[config.mk]
export PLATFORM = sky130hd
export DESIGN_NAME = oneshot_tmr_top
export DESIGN_NICKNAME = d
export VERILOG_FILES = /design/src/rtl/oneshot_tmr_pkg.sv /design/src/rtl/tmr_tick_gen.sv /design/src/rtl/tmr_count_core.sv /design/src/rtl/oneshot_tmr_top.sv
export SDC_FILE = /design/constraint.sdc
export NUM_CORES = 1
export LEC_CHECK = 0
export BUFFER_PORTS_ARGS = -buffer_cell sky130_fd_sc_hd__buf_2
export CORE_MARGIN = 5
export CORE_UTILIZATION = 37
export DETAILED_ROUTE_END_ITERATION = 10
export REMOVE_ABC_BUFFERS = 1
export SYNTH_ARGS = -nofsm -noshare
export SYNTH_HDL_FRONTEND = slang
export SYNTH_SLANG_ARGS = --single-unit
[constraint.sdc]
create_clock -name clk_i -period 3.83 [get_ports clk_i]
set_input_delay 0.1915 -clock clk_i [delete_from_list [all_inputs] [get_ports clk_i]]
set_output_delay 0.1915 -clock clk_i [all_outputs]
set_load 0.02 [all_outputs]
[src/rtl/oneshot_tmr_pkg.sv]
package oneshot_tmr_pkg;
    // Control word layout (address 1)
    localparam int unsigned ROUTE_BIT = 5;
    localparam int unsigned FLAG_BIT  = 6;
    localparam int unsigned START_BIT = 7;
    localparam logic        ADDR_LOW  = 1'b0;
    localparam logic        ADDR_CTRL = 1'b1;
endpackage

[src/rtl/tmr_tick_gen.sv]
module tmr_tick_gen #(
    parameter int unsigned TICK_DIV = 64
) (
    input  logic clk_i,
    input  logic rst_ni,
    input  logic run_q_i,
    input  logic run_d_i,
    output logic tick_o
);
    localparam int unsigned PRE_W = (TICK_DIV > 1) ? $clog2(TICK_DIV) : 1;
    localparam logic [PRE_W-1:0] PRE_LAST = PRE_W'(TICK_DIV - 1);

    logic [PRE_W-1:0] pre_d, pre_q;

    assign tick_o = run_q_i && (pre_q == PRE_LAST);

    always_comb begin
        pre_d = '0;
        if (run_q_i && run_d_i) begin
            pre_d = tick_o ? '0 : pre_q + 1'b1;
        end
    end

    always_ff @(posedge clk_i) begin
        if (!rst_ni) begin
            pre_q <= '0;
        end else begin
            pre_q <= pre_d;
        end
    end
endmodule

[src/rtl/tmr_count_core.sv]
module tmr_count_core
    import oneshot_tmr_pkg::*;
#(
    parameter int unsigned CNT_W  = 9,
    parameter int unsigned DATA_W = 8
) (
    input  logic              clk_i,
    input  logic              rst_ni,
    input  logic              tick_i,
    input  logic              wr_en_i,
    input  logic              wr_addr_i,
    input  logic [DATA_W-1:0] wr_data_i,
    output logic              run_q_o,
    output logic              run_d_o,
    output logic [CNT_W-1:0]  count_o,
    output logic              route_o,
    output logic              expired_o,
    output logic              lvl_o,
    output logic              gate_o
);
    localparam int unsigned HI_W = CNT_W - DATA_W;
    localparam logic [CNT_W-1:0] CNT_ONE = CNT_W'(1);

    typedef struct packed {
        logic [CNT_W-1:0] cnt;
        logic             run;
        logic             route;
        logic             exp;
    } tmr_state_t;

    tmr_state_t st_d, st_q;
    logic       expire_now;

    always_comb begin
        st_d       = st_q;
        expire_now = 1'b0;
        if (tick_i) begin
            if (st_q.cnt <= CNT_ONE) begin
                st_d.cnt   = '0;
                st_d.run   = 1'b0;
                st_d.exp   = 1'b1;
                expire_now = 1'b1;
            end else begin
                st_d.cnt = st_q.cnt - CNT_ONE;
            end
        end
        if (wr_en_i) begin
            if (wr_addr_i == ADDR_LOW) begin
                st_d.cnt[DATA_W-1:0] = wr_data_i;
            end else begin
                st_d.cnt[CNT_W-1:DATA_W] = wr_data_i[HI_W-1:0];
                st_d.run   = wr_data_i[START_BIT];
                st_d.route = wr_data_i[ROUTE_BIT];
                if (!wr_data_i[FLAG_BIT] && !expire_now) begin
                    st_d.exp = 1'b0;
                end
            end
        end
    end

    always_ff @(posedge clk_i) begin
        if (!rst_ni) begin
            st_q <= '0;
        end else begin
            st_q <= st_d;
        end
    end

    assign run_q_o   = st_q.run;
    assign run_d_o   = st_d.run;
    assign count_o   = st_q.cnt;
    assign route_o   = st_q.route;
    assign expired_o = st_q.exp;
    assign lvl_o     = st_q.run && (st_q.cnt != '0);
    assign gate_o    = st_q.route && lvl_o;
endmodule

[src/rtl/oneshot_tmr_top.sv]
module oneshot_tmr_top #(
    parameter int unsigned CNT_W    = 9,
    parameter int unsigned DATA_W   = 8,
    parameter int unsigned TICK_DIV = 64
) (
    input  logic              clk_i,
    input  logic              rst_ni,
    input  logic              wr_en_i,
    input  logic              wr_addr_i,
    input  logic [DATA_W-1:0] wr_data_i,
    output logic [CNT_W-1:0]  count_o,
    output logic              running_o,
    output logic              route_en_o,
    output logic              expired_o,
    output logic              tmr_lvl_o,
    output logic              carrier_gate_o
);
    logic tick_w;
    logic run_d_w;

    tmr_tick_gen #(.TICK_DIV(TICK_DIV)) tick_i (
        .clk_i   (clk_i),
        .rst_ni  (rst_ni),
        .run_q_i (running_o),
        .run_d_i (run_d_w),
        .tick_o  (tick_w)
    );

    tmr_count_core #(.CNT_W(CNT_W), .DATA_W(DATA_W)) core_i (
        .clk_i     (clk_i),
        .rst_ni    (rst_ni),
        .tick_i    (tick_w),
        .wr_en_i   (wr_en_i),
        .wr_addr_i (wr_addr_i),
        .wr_data_i (wr_data_i),
        .run_q_o   (running_o),
        .run_d_o   (run_d_w),
        .count_o   (count_o),
        .route_o   (route_en_o),
        .expired_o (expired_o),
        .lvl_o     (tmr_lvl_o),
        .gate_o    (carrier_gate_o)
    );
endmodule

==> metrics, run 1 <==
Slew Viols, Final 0; worst-margin pin slew 0.558 ns; P per Cell Area 341 nW/µm²; ys async rst share 0%; input/output buffers 25; number of H-tree levels 1; count of final setup violators 0; drt drc 0; Critical R2R Launch core_i.count_o[1]; Worst Path Required 3.64 ns; num ports 26; Cells after Synth 111; Synth area leader dfxtp_1; Clock Tree Buf Depth 2; Core Area 2480 µm²; sequential element share of the synthesized area 37.8%; Final Worst Setup Slack 1.72 ns; Layout area overhead 20.1%; Core Util, Final 46.2%; DRT iter0 DRCs 16; Die X-Extent 60.7 µm; first-pass GRT wire length 3860 µm; Post-CTS Setup Repair Bufs 0; fin nets 154; area of the mapped netlist 952 µm²; vias 895; All-Layer GR Usage 14.3%; FMAX 0.473 GHz; Setup Skew 0.00468 ns; pre-CTS setup slack 2.00 ns; Via density 5.33; # rows 18; final worst path period share 55.2%; flops & latches, synth 18; FF-to-FF path depth 6; top-area cell type share of the netlist area 37.8%; Ys Warns 0; final wirelength 2410 µm; crit path launch type flip-flop; Worst Path Arrival 1.92 ns; Placer Congestion 0.850; dpl cells 164; max cap viols 0; Initial Utilization 38.4%; Worst-Skew Late Latency 0.29 ns; wire per inst 14.3 µm; Post-CTS Resized 0; crit path time final 2.11 ns; Layout Cells excl Fill 168; Setup CP Type flip-flop to output port; min-delay src wr_data_i[4]; post-layout power 389 µW; Routed Antenna Nets 0; Die Span Y 60.7 µm; worst hold path class input pin to flip-flop; initial antenna violation count 0; status completed; largest net degree at the start of global routing 16; WHS Path Cells 3; total congestion overflow 0; CP Capture Type output port; number of global-route vias before repair 895; diodes inserted 0; CTS buffer count 3; Die ar. 3690 µm²; hold buffers post-CTS 0; Max VDD drop 0.191 mV; Root Buffer clkbuf_4; clock sink count 18; library cells used by synthesis 34; final hold violations 0; Main synth FF type dfxtp_1; hpwl dp 1880 µm; number of synthesized flops with an enable pin 0; top cells by area, synth dfxtp_1, xnor2_1, nor2_1, ha_1, nand3_1; leak pwr 0.462 nW; RSZ-0062 raised after global routing false; average size of a mapped cell 8.58 µm²; Slew HR 62.8%; clk slew on worst S/H paths 0.11 ns; setup_tns 0 ns; crit-path max FO 6; drt pass-1 iters 4; layout cells sized above 1 24.6%; Worst setup startpoint core_i.count_o[0]; CTS tree yes
==> where the power goes <==
part           internal [mW]  total, mW  switching, mW
clock                 0.0579      0.118         0.0604
sequential             0.194      0.204        0.00998
combinational         0.0270     0.0672         0.0402
total                  0.279      0.389          0.111
==> cell families after synthesis <==
family,Yosys count,synth area share (%)
DFF,18,37.8
buffers and inverters,7,2.76
xor gates and xnor gates,7,6.44
and+or+nand+nor,47,27.5
muxes,2,2.10
AOI/OAI and AO/OA,27,19.4
adders and majority gates,3,3.94
==> final timing paths <==
path	to	slack [ns]
setup reg to reg	core_i.count_o[3]	1.98
hold / removal	core_i.count_o[4]	0.15
setup / recovery	carrier_gate_o	1.72
hold reg to reg	tick_i.pre_q[0]	0.47
==> per-stage QoR <==
step	hold WS [ns]	cell area (µm²)
final	0.153	1140
after global routing	0.150	1140
after global placement	0.425	1110
after detailed placement	0.457	1110
after floorplan	0.309	945
after CTS	0.145	1140
==> per-layer routing <==
metal	track usage, %	routed length (µm)	vias up
met5	0	0	-
met2	23.2	1040	22
met3	2.98	131	4
li1	-	-	466
met1	17.9	1190	403
met4	7.43	48	0
==> Yosys cell counts, types with 2 or more instances <==
cell,instances
a21boi_0,3
a21oi_1,2
a31oi_1,5
and3_1,4
clkbuf_1,2
dfxtp_1,18
ha_1,3
inv_1,5
mux2i_1,2
nand2_1,9
nand3_1,7
nor2_1,12
nor3_1,4
o21a_1,2
o21ai_0,7
o32ai_1,3
xnor2_1,6
==> sequential cells by signal (all words and copies together) (netlist names) <==
name and count:
tick_i.pre_q 6, core_i.route_o 1, core_i.expired_o 1, core_i.count_o 9, core_i.run_q_o 1
==> critical path, stage by stage (launching register included) <==
cell	delay (ns)
dfxtp_1	0.38
inv_1	0.09
ha_1	0.15
or3b_4	0.41
o31a_2	0.30
and2_1	0.15
buf_2	0.15
==> cell type report <==
class,instances,area [µm²]
Fill cell,279,1330
Multi-Input combinational cell,86,566
Sequential cell,18,360
Timing Repair Buffer,25,125
Tap cell,30,37.5
Clock buffer,4,36.3
Inverter,5,18.8
==> cells in the final DEF, fill, tap and decap left out, types with 2 or more instances in the layout <==
master,n
a21oi_1,2
mux2i_1,2
nand3_1,7
a31oi_1,5
and3_1,4
o21a_1,2
clkbuf_4,3
nand2_1,9
buf_2,25
o32ai_1,3
a21boi_0,3
nor2_1,12
inv_1,5
xnor2_1,6
o21ai_0,7
ha_1,3
nor3_1,4
dfxtp_1,18
(Power assumes the default switching activity.)
==> inputs of run 2 (changes only) <==
==> constraint.sdc (replaced) <==
create_clock -name clk_i -period 1.7 [get_ports clk_i]
set_input_delay 0.085 -clock clk_i [delete_from_list [all_inputs] [get_ports clk_i]]
set_output_delay 0.085 -clock clk_i [all_outputs]
set_load 0.02 [all_outputs]
==> metrics, run 2 (synthesized netlist as in run 1, its figures left out) <==
Clk pwr share 28.3% (-2.1 points); hpwl dp 1940 µm (+3.2%); leak pwr 0.547 nW (+18%); CP Capture Type output port; CTS tree yes; first-pass GRT wire length 4110 µm (+6.4%); clock sink count 18 (unchanged); Worst Path Arrival 1.80 ns (-0.12 ns); Root Buffer clkbuf_4; NetSw 274 µW (+150%); final hold violations 0 (unchanged); initial antenna violation count 0 (unchanged); Die ar. 3690 µm² (unchanged); num ports 26 (unchanged); largest net degree at the start of global routing 16 (unchanged); internal power 672 µW (+140%); Slew Viols, Final 0 (unchanged); number of global-route vias before repair 959 (+7.2%); drt pass-1 iters 4 (unchanged); WHS 0.0312 ns (-0.121 ns); share of power burned in registers 47.8% (-4.6 points); max reg flops 9 (unchanged); Slew HR 64.1% (+1.3 points); post-layout power 946 µW (+140%); vias 992 (+11%); hold buffers post-CTS 0 (unchanged); Layout area overhead 41.3%; failing checks setup timing; worst hold path class input pin to flip-flop; FMAX 0.531 GHz; Max VDD drop 0.460 mV (+140%); # rows 18 (unchanged); status finished with violations; Core Area 2480 µm² (unchanged); crit path launch type flip-flop; CP max stage cell or4_4; crit path time final 1.88 ns; Setup CP Type flip-flop to output port; Worst Path Required 1.62 ns (-2.02 ns); Placer Congestion 0.859 (+1.0%); total congestion overflow 0 (unchanged); drt drc 0 (unchanged); Initial Utilization 38.4% (unchanged); DRT iter0 DRCs 31 (+15); wire per inst 14.7 µm (+2.4%); All-Layer GR Usage 14.9% (+0.56 points); CTS buffer count 3 (unchanged); Setup Skew 0.00158 ns (-0.00310 ns); layout cells sized above 1 42.4% (+18 points); final worst path period share 111%; count of final setup violators 4 (+4); Via density 5.48 (+2.9%); diodes inserted 0 (unchanged); crit-path max FO 3 (-3); input/output buffers 25 (unchanged); final wirelength 2660 µm (+10%); commonest cells after routing, fill and taps aside buf_2, dfxtp_1, nor2_1; Comb power frac 23.9% (+6.7 points); pre-CTS setup slack -0.0389 ns (-2.04 ns); most common library cell in the layout ignoring fill and taps buf_2; Die Span Y 60.7 µm (unchanged); max cap viols 0 (unchanged); number of H-tree levels 1 (unchanged); P per Cell Area 704 nW/µm² (+110%); Final Worst Setup Slack -0.185 ns (-1.90 ns); clk slew on worst S/H paths 0.10 ns (about the same); fin nets 167 (+8.4%); crit-path cells or4_4 -> o31a_4 -> and2_4 -> buf_6; Switching Fraction 29.0% (+0.57 points); Clock Tree Buf Depth 2 (unchanged); Die X-Extent 60.7 µm (unchanged); RSZ-0062 raised after global routing true; crit-path max cell delay 0.55 ns (+0.14 ns); Routed Antenna Nets 0 (unchanged); Worst-Skew Late Latency 0.30 ns (about the same); worst-margin pin slew 0.539 ns (-0.0188 ns)
[run 2: path summary, 6_finish.rpt]
check,startpoint,end,slack [ns],depth (start not counted)
max,core_i.count_o[6],carrier_gate_o,-0.18,4
min,wr_data_i[2],core_i.count_o[2],0.03,3
max reg2reg,core_i.count_o[1],core_i.count_o[6],-0.04,7
min reg2reg,tick_i.pre_q[0],tick_i.pre_q[0],0.42,1
[run 2: repair_timing]
item,4_1_cts,5_1_grt
setup buffers,2,1
pin swaps,5,6
gates resized for setup,15,14
endpoints found under the hold margin,0,0
endpoints found under the setup margin,4,10
[run 2: power groups by stage]
stage	clock, mW	combinational [mW]	sequential [mW]
after detailed placement	0	0.186	0.459
after global routing	0.294	0.245	0.455
final	0.268	0.226	0.452
after floorplan	0	0.0805	0.482
after CTS	0.280	0.204	0.451
after global placement	0	0.185	0.458
[run 2: worst max-delay path, delay by kind of cell, from the launching register on]
| family | cells | cell delay (ns) |
|---|---|---|
| flip-flops | 1 | 0.34 |
| AO/OA/AOI/OAI | 1 | 0.35 |
| AND/OR/NAND/NOR | 2 | 0.69 |
| buffers and inverters | 1 | 0.12 |
[run 2: metrics by stage]
| step | instances | TNS [ns] | util, % | instance area (µm²) |
|---|---|---|---|---|
| 5_1_grt | 181 | -0.671 | 54.3 | 1350 |
| 3_3_place_gp | 175 | 0 | 48.0 | 1190 |
| 3_5_place_dp | 175 | -0.0585 | 48.0 | 1190 |
| 4_1_cts | 181 | -0.723 | 51.8 | 1280 |
| 2_1_floorplan | 109 | -0.119 | - | 945 |
| 6_report | 181 | -0.344 | 54.3 | 1350 |
[run 2: area by class of cell]
| cell class | count | area [µm²] |
|---|---|---|
| sequential | 18 | 367 |
| multi-input combinational | 86 | 646 |
| clock buffer | 4 | 36.3 |
| fill | 236 | 1130 |
| inverter | 5 | 18.8 |
| timing repair buffer | 38 | 240 |
| tap | 30 | 37.5 |
[run 2: per-layer routing]
| metal | global-route usage [%] | vias up | share of wire [%] | wire length, µm |
|---|---|---|---|---|
| li1 | - | 485 | - | - |
| met1 | 19.1 | 474 | 44 | 1170 |
| met2 | 24.0 | 30 | 47 | 1260 |
| met3 | 4.89 | 3 | 7.9 | 210 |
| met4 | 4.33 | 0 | 0.87 | 23 |
| met5 | 0 | - | 0 | 0 |
==> inputs of run 3 (changes only) <==
==> constraint.sdc (replaced) <==
create_clock -name clk_i -period 2 [get_ports clk_i]
set_input_delay 0.1 -clock clk_i [delete_from_list [all_inputs] [get_ports clk_i]]
set_output_delay 0.1 -clock clk_i [all_outputs]
set_load 0.02 [all_outputs]
==> metrics, run 3 (synthesized netlist as in run 1, its figures left out) <==
Worst setup startpoint core_i.count_o[1]; Worst-Skew Late Latency 0.30 ns (about the same); leak pwr 0.502 nW (-8.3%); post-layout power 768 µW (-19%); hpwl dp 1840 µm (-5.4%); vias 967 (-2.5%); Slew HR 64.4% (+0.29 points); Critical R2R Launch core_i.count_o[1]; number of global-route vias before repair 894 (-6.8%); Slew Viols, Final 0 (unchanged); max reg flops 9 (unchanged); clk slew on worst S/H paths 0.11 ns (about the same); CTS tree yes; num ports 26 (unchanged); CP Capture Type output port; clock sink count 18 (unchanged); input/output buffers 25 (unchanged); min-delay src wr_data_i[2]; Root Buffer clkbuf_4; pre-CTS setup slack 0.217 ns (+0.256 ns); placed cell area 1110 µm² (-6.3%); setup_tns 0 ns (+0.344 ns); final wirelength 2550 µm (-3.8%); max cap viols 0 (unchanged); most common library cell in the layout ignoring fill and taps buf_2; drt pass-1 iters 4 (unchanged); WHS 0.0542 ns (+0.0230 ns); wire per inst 14.7 µm (about the same); commonest cells after routing, fill and taps aside buf_2, dfxtp_1, nor2_1; crit-path max FO 5 (+2); Worst Path Arrival 1.85 ns (+0.05 ns); layout cells sized above 1 33.3% (-9.1 points); drt drc 0 (unchanged); dpl cells 165 (-5.7%); DRT iter0 DRCs 30 (-3.2%); diodes inserted 0 (unchanged); Setup Skew 0.00691 ns (+0.00532 ns); crit path launch type flip-flop; number of H-tree levels 1 (unchanged); total congestion overflow 0 (unchanged); Placer Congestion 0.839 (-2.3%); Setup CP Type flip-flop to output port; All-Layer GR Usage 14.9% (about the same); Max VDD drop 0.399 mV (-13%); Worst Path Required 1.90 ns (+0.28 ns); initial antenna violation count 0 (unchanged); largest net degree at the start of global routing 16 (unchanged); crit path time final 1.95 ns; fillers 261 (+11%); P per Cell Area 620 nW/µm² (-12%); WHS Path Cells 3 (unchanged); final design area excluding fillers 1240 µm² (-8.0%); Final Worst Setup Slack 0.0517 ns (+0.236 ns); worst hold path class input pin to flip-flop; CTS buffer count 3 (unchanged); final worst path period share 97.4%; Layout Cells excl Fill 174 (-3.9%); Routed Antenna Nets 0 (unchanged); Core Area 2480 µm² (unchanged); Die ar. 3690 µm² (unchanged); Die Span Y 60.7 µm (unchanged); count of final setup violators 0 (-4); status completed; Core Util, Final 49.9% (-4.3 points); Initial Utilization 38.4% (unchanged); Via density 5.56 (+1.4%); FMAX 0.513 GHz; Die X-Extent 60.7 µm (unchanged); worst-margin pin slew 0.534 ns (-0.00428 ns); fin nets 160 (-4.2%); final hold violations 0 (unchanged); Layout area overhead 30.0%; # rows 18 (unchanged); first-pass GRT wire length 4030 µm (-2.0%); Clock Tree Buf Depth 2 (unchanged); FF-to-FF path depth 7 (unchanged)
## run 3: final timing paths
check / end / slack (ns)
worst max-delay path: carrier_gate_o / 0.05
worst min-delay path: core_i.count_o[2] / 0.05
worst max register to register: core_i.count_o[6] / 0.14
worst min register to register: tick_i.pre_q[0] / 0.45
## run 3: repair_timing
action / CTS / global route
gates resized for setup: 3 / 15
buffers inserted: 2 / 3
pin swaps: 0 / 2
setup endpoints to repair: 1 / 2
hold buffers: 0 / 0
## run 3: final cells by class
class                           count  area [µm²]  area share [%]
Clock buffer                        4        36.3            2.93
Inverter                            5        23.8            1.92
Multi-Input combinational cell     86         588            47.5
Tap cell                           30        37.5            3.03
Timing Repair Buffer               31         176            14.3
Sequential cell                    18         375            30.3
## run 3: worst max-delay path, cell delays in order, from the launching register on
cell and delay, ns:
dfxtp_4 0.38, inv_4 0.06, ha_4 0.11, or3b_4 0.38, o31a_4 0.34, and2_4 0.16
buf_6 0.12
## run 3: layer usage
layer  routed length, µm  GRT usage (%)  part of all wire (%)  vias up
met5                   0              0                     0        -
met2                1090           21.2                    43       45
li1                    -              -                     -      478
met1                1170           20.7                    46      434
met3                 232           3.40                   9.1       10
met4                  63           8.36                   2.5        0
## run 3: power by group
group | switching [mW] | leakage, nW | internal [mW]
registers | 0.0191 | 0.150 | 0.369
logic | 0.0858 | 0.331 | 0.0669
clock network | 0.115 | 0.0210 | 0.111
